## src/rtl/adc_trig_sel.sv

```systemverilog
module adc_trig_sel #(
  parameter int NSRC = 8,
  parameter int REGW = 8
) (
  input  logic            clk,
  input  logic            rst_n,
  input  logic            wr_en,
  input  logic [REGW-1:0] wr_data,
  output logic [REGW-1:0] rd_data,
  output logic            aux_ctl,
  input  logic            trig_en,
  input  logic [NSRC-1:0] flags,
  output logic            start_conv
);
  localparam int SELW    = $clog2(NSRC);
  localparam int AUX_POS = 6;

  logic [SELW-1:0] sel_q;
  logic            aux_q;
  logic            mux_now;
  logic            mux_prev;

  always_ff @(posedge clk or negedge rst_n) begin
    if (!rst_n) begin
      sel_q <= '0;
      aux_q <= 1'b0;
    end else if (wr_en) begin
      sel_q <= wr_data[SELW-1:0];
      aux_q <= wr_data[AUX_POS];
    end
  end

  assign mux_now = flags[sel_q];

  always_ff @(posedge clk or negedge rst_n) begin
    if (!rst_n) begin
      mux_prev   <= 1'b0;
      start_conv <= 1'b0;
    end else begin
      mux_prev   <= mux_now;
      start_conv <= trig_en & mux_now & ~mux_prev;
    end
  end

  always_comb begin
    rd_data                = '0;
    rd_data[SELW-1:0]      = sel_q;
    rd_data[AUX_POS]       = aux_q;
  end

  assign aux_ctl = aux_q;
endmodule


```

## config.mk

```make
export PLATFORM = sky130hd
export DESIGN_NAME = adc_trig_sel
export DESIGN_NICKNAME = d
export VERILOG_FILES = /design/src/rtl/adc_trig_sel.sv
export SDC_FILE = /design/constraint.sdc
export NUM_CORES = 1
export LEC_CHECK = 0
export BUFFER_PORTS_ARGS = -buffer_cell sky130_fd_sc_hd__buf_2
export CAP_MARGIN = 20
export CORE_AREA = 4 4 41 43
export CTS_CLUSTER_SIZE = 28
export DETAILED_ROUTE_END_ITERATION = 10
export DIE_AREA = 0 0 45 47
export PLACE_DENSITY = 0.65
export SLEW_MARGIN = 20
export SYNTH_ARGS = -nofsm -noshare
export SYNTH_HDL_FRONTEND = slang
export SYNTH_SLANG_ARGS = --single-unit
```

## constraint.sdc

```tcl
create_clock -name clk -period 3.7 [get_ports clk]
set_input_delay 0.74 -clock clk [delete_from_list [all_inputs] [get_ports clk]]
set_output_delay 0.74 -clock clk [all_outputs]
set_load 0.005 [all_outputs]
```

==> out/summary.txt <==
Final worst path period share - 43.8%
Int Pwr - 0.132 mW
Sequential share of the synthesized area - 46.0%
Vias in the first global route - 264
Peak VDD IR - 0.190 mV
H-tree lvl count - 1
Area Growth Syn to Fin - 33.3%
Clock-pin slew on the worst setup and hold paths - 40 ps
Syn avg cell area - 13.6 um2
Hold Crit Class - input pin to asynchronous set/reset pin
CP bufs+invs - 1
Die W - 45 um
Die ar. - 2120 um2
Setup_tns - 0 ps
Crit Path Max Fanout - 6
Share of cells above drive strength 1 - 66.7%
Post-CTS Setup Bufs - 0
CTS Hold Bufs - 0
Family with the most delay on the worst path - flip-flops
#FFs+latches synth - 6
Grt total ovfl - 0
First-pass GRT wire length - 1070 um
Largest net degree at the start of global routing - 7
Pre-Repair DR Iteration Count - 2
Worst r2r src - sel_q[0]
PD cells - 393 nW/um2
Synth Cell Area - 327 um2
Yosys warnings - 0
Dpl hpwl - 539 um
Crit path cell chain - buf_2
Antenna violations before repair - 0
Area of placed instances - 413 um2
Root buf cell - clkbuf_4
DR iter-0 viols - 2
Die Height - 47 um
Global placement routability congestion - 0.621
Total GRT Usage - 7.26%
Diode count - 0
CP peak stage delay - 480 ps
Gate power share - 19.4%
Sequential group share of total power - 46.7%
CP Data Required Time - 2960 ps
Port Buffers - 21
Layout Nets - 67
Synth Instances - 24
Status - finished, final reports clean
Leak - 0.236 nW
TritonCTS buffer count - 3
Clock power frac - 33.9%
CTS tree - built
WS Path Type - flop to primary output
DR vias/cell - 4.10
Startpoint Class - flop
Cell Rows - 13
Clock tree buffer depth - 2
Max-Cap Viols - 0
Clk_skew - 0.660 ps
Vias - 246
Core box area - 1300 um2
Starting Density - 25.1%
Min cycle time layout - 1620 ps
Drt total wl - 628 um
Antenna-violating nets left - 0
Cts repair resizes - 0
Hold Vio Cnt, Final - 0
Drt wl/cell - 10.5 um
Critical Path Sink Type - primary output
Design Area, Final - 435 um2
Critical path origin - sel_q[0]
Slew Limit Fails - 0
Sw frac - 23.2%
NetSw - 0.0397 mW
Worst-path cell with the longest stage delay - dfrtp_1
Clock sinks - 6
DRC Markers - 0
Clock Latency Late Sink - 240 ps
Yosys cell types - 9
RSZ-0062 raised after global routing - no
Endpoints failing setup - 0
Boundary pin count - 30
Fmax - 617 MHz
Crit path arrival time - 880 ps
[through the flow]
step | instances | power [mW] | hold slack [ps] | util, % | setup WS, ps
5_1_grt | 60 | 0.186 | 307 | 33.5 | 2030
3_5_place_dp | 57 | 0.115 | 415 | 31.7 | 2080
4_1_cts | 60 | 0.177 | 304 | 33.5 | 2060
3_3_place_gp | 57 | 0.115 | 409 | 31.7 | 2080
2_1_floorplan | 27 | 0.104 | 400 | - | 2210
6_report | 60 | 0.171 | 316 | 33.5 | 2080
[placed cells by master (no fill, tap or decap)]
master / Yosys / layout
conb_1: 1 / 4
mux4_2: 1 / 1
mux2_2: 4 / 4
buf_2: 0 / 21
nor3b_2: 1 / 1
mux2i_1: 4 / 4
clkbuf_4: 0 / 3
inv_1: 1 / 1
dfrtp_1: 6 / 6
[cells by family after synthesis]
kind of cell | Yosys count | synth area share, %
other | 1 | 1.15
and+or+nand+nor | 1 | 3.83
DFF | 6 | 46.0
muxes | 9 | 32.9
buffers and inverters | 7 | 16.1
[layer usage]
metal  wire, um  GRT usage (%)
met3         59           2.68
met2        359           13.0
met4          0           5.26
met1        209           6.79
met5          0              0
[power groups by stage]
stage / Combinational (mW) / Sequential, mW / Clock, mW
6_report: 0.0332 / 0.0800 / 0.0581
5_1_grt: 0.0379 / 0.0812 / 0.0673
4_1_cts: 0.0340 / 0.0803 / 0.0627
3_5_place_dp: 0.0339 / 0.0813 / 0
3_3_place_gp: 0.0336 / 0.0810 / 0
2_1_floorplan: 0.0243 / 0.0796 / 0
[cell usage after synthesis, drive strengths merged]
library cell  number  area, um2
buf                6       48.8
nor3b              1       12.5
mux2i              4       40.0
conb               1       3.75
mux2               4       45.0
dfrtp              6        150
mux4               1       22.5
inv                1       3.75
[state kept, by name, indices dropped and copies added (netlist names)]
| register | cells |
|---|---|
| sel_q | 3 |
| aux_ctl | 1 |
| mux_prev | 1 |
| start_conv | 1 |
[worst paths after layout]
check                                   to  slack, ps  depth (start not counted)
worst max register to register  start_conv       2360                          3
worst min register to register  start_conv        410                          1
min in group clk                start_conv        410                          1
max in group asynchronous         sel_q[0]       3240                          1
worst min-delay path              sel_q[1]        320                          1
worst max-delay path            rd_data[0]       2080                          1
[layout make-up]
class,instances,area (um2)
clock buffers,3,22.5
repair buffers,21,105
flip-flops and latches,6,150
inverters,1,3.75
multi-input cells,14,135
well taps,15,18.8
fillers,147,866
No activity file was read; power rests on OpenSTA's default activity.
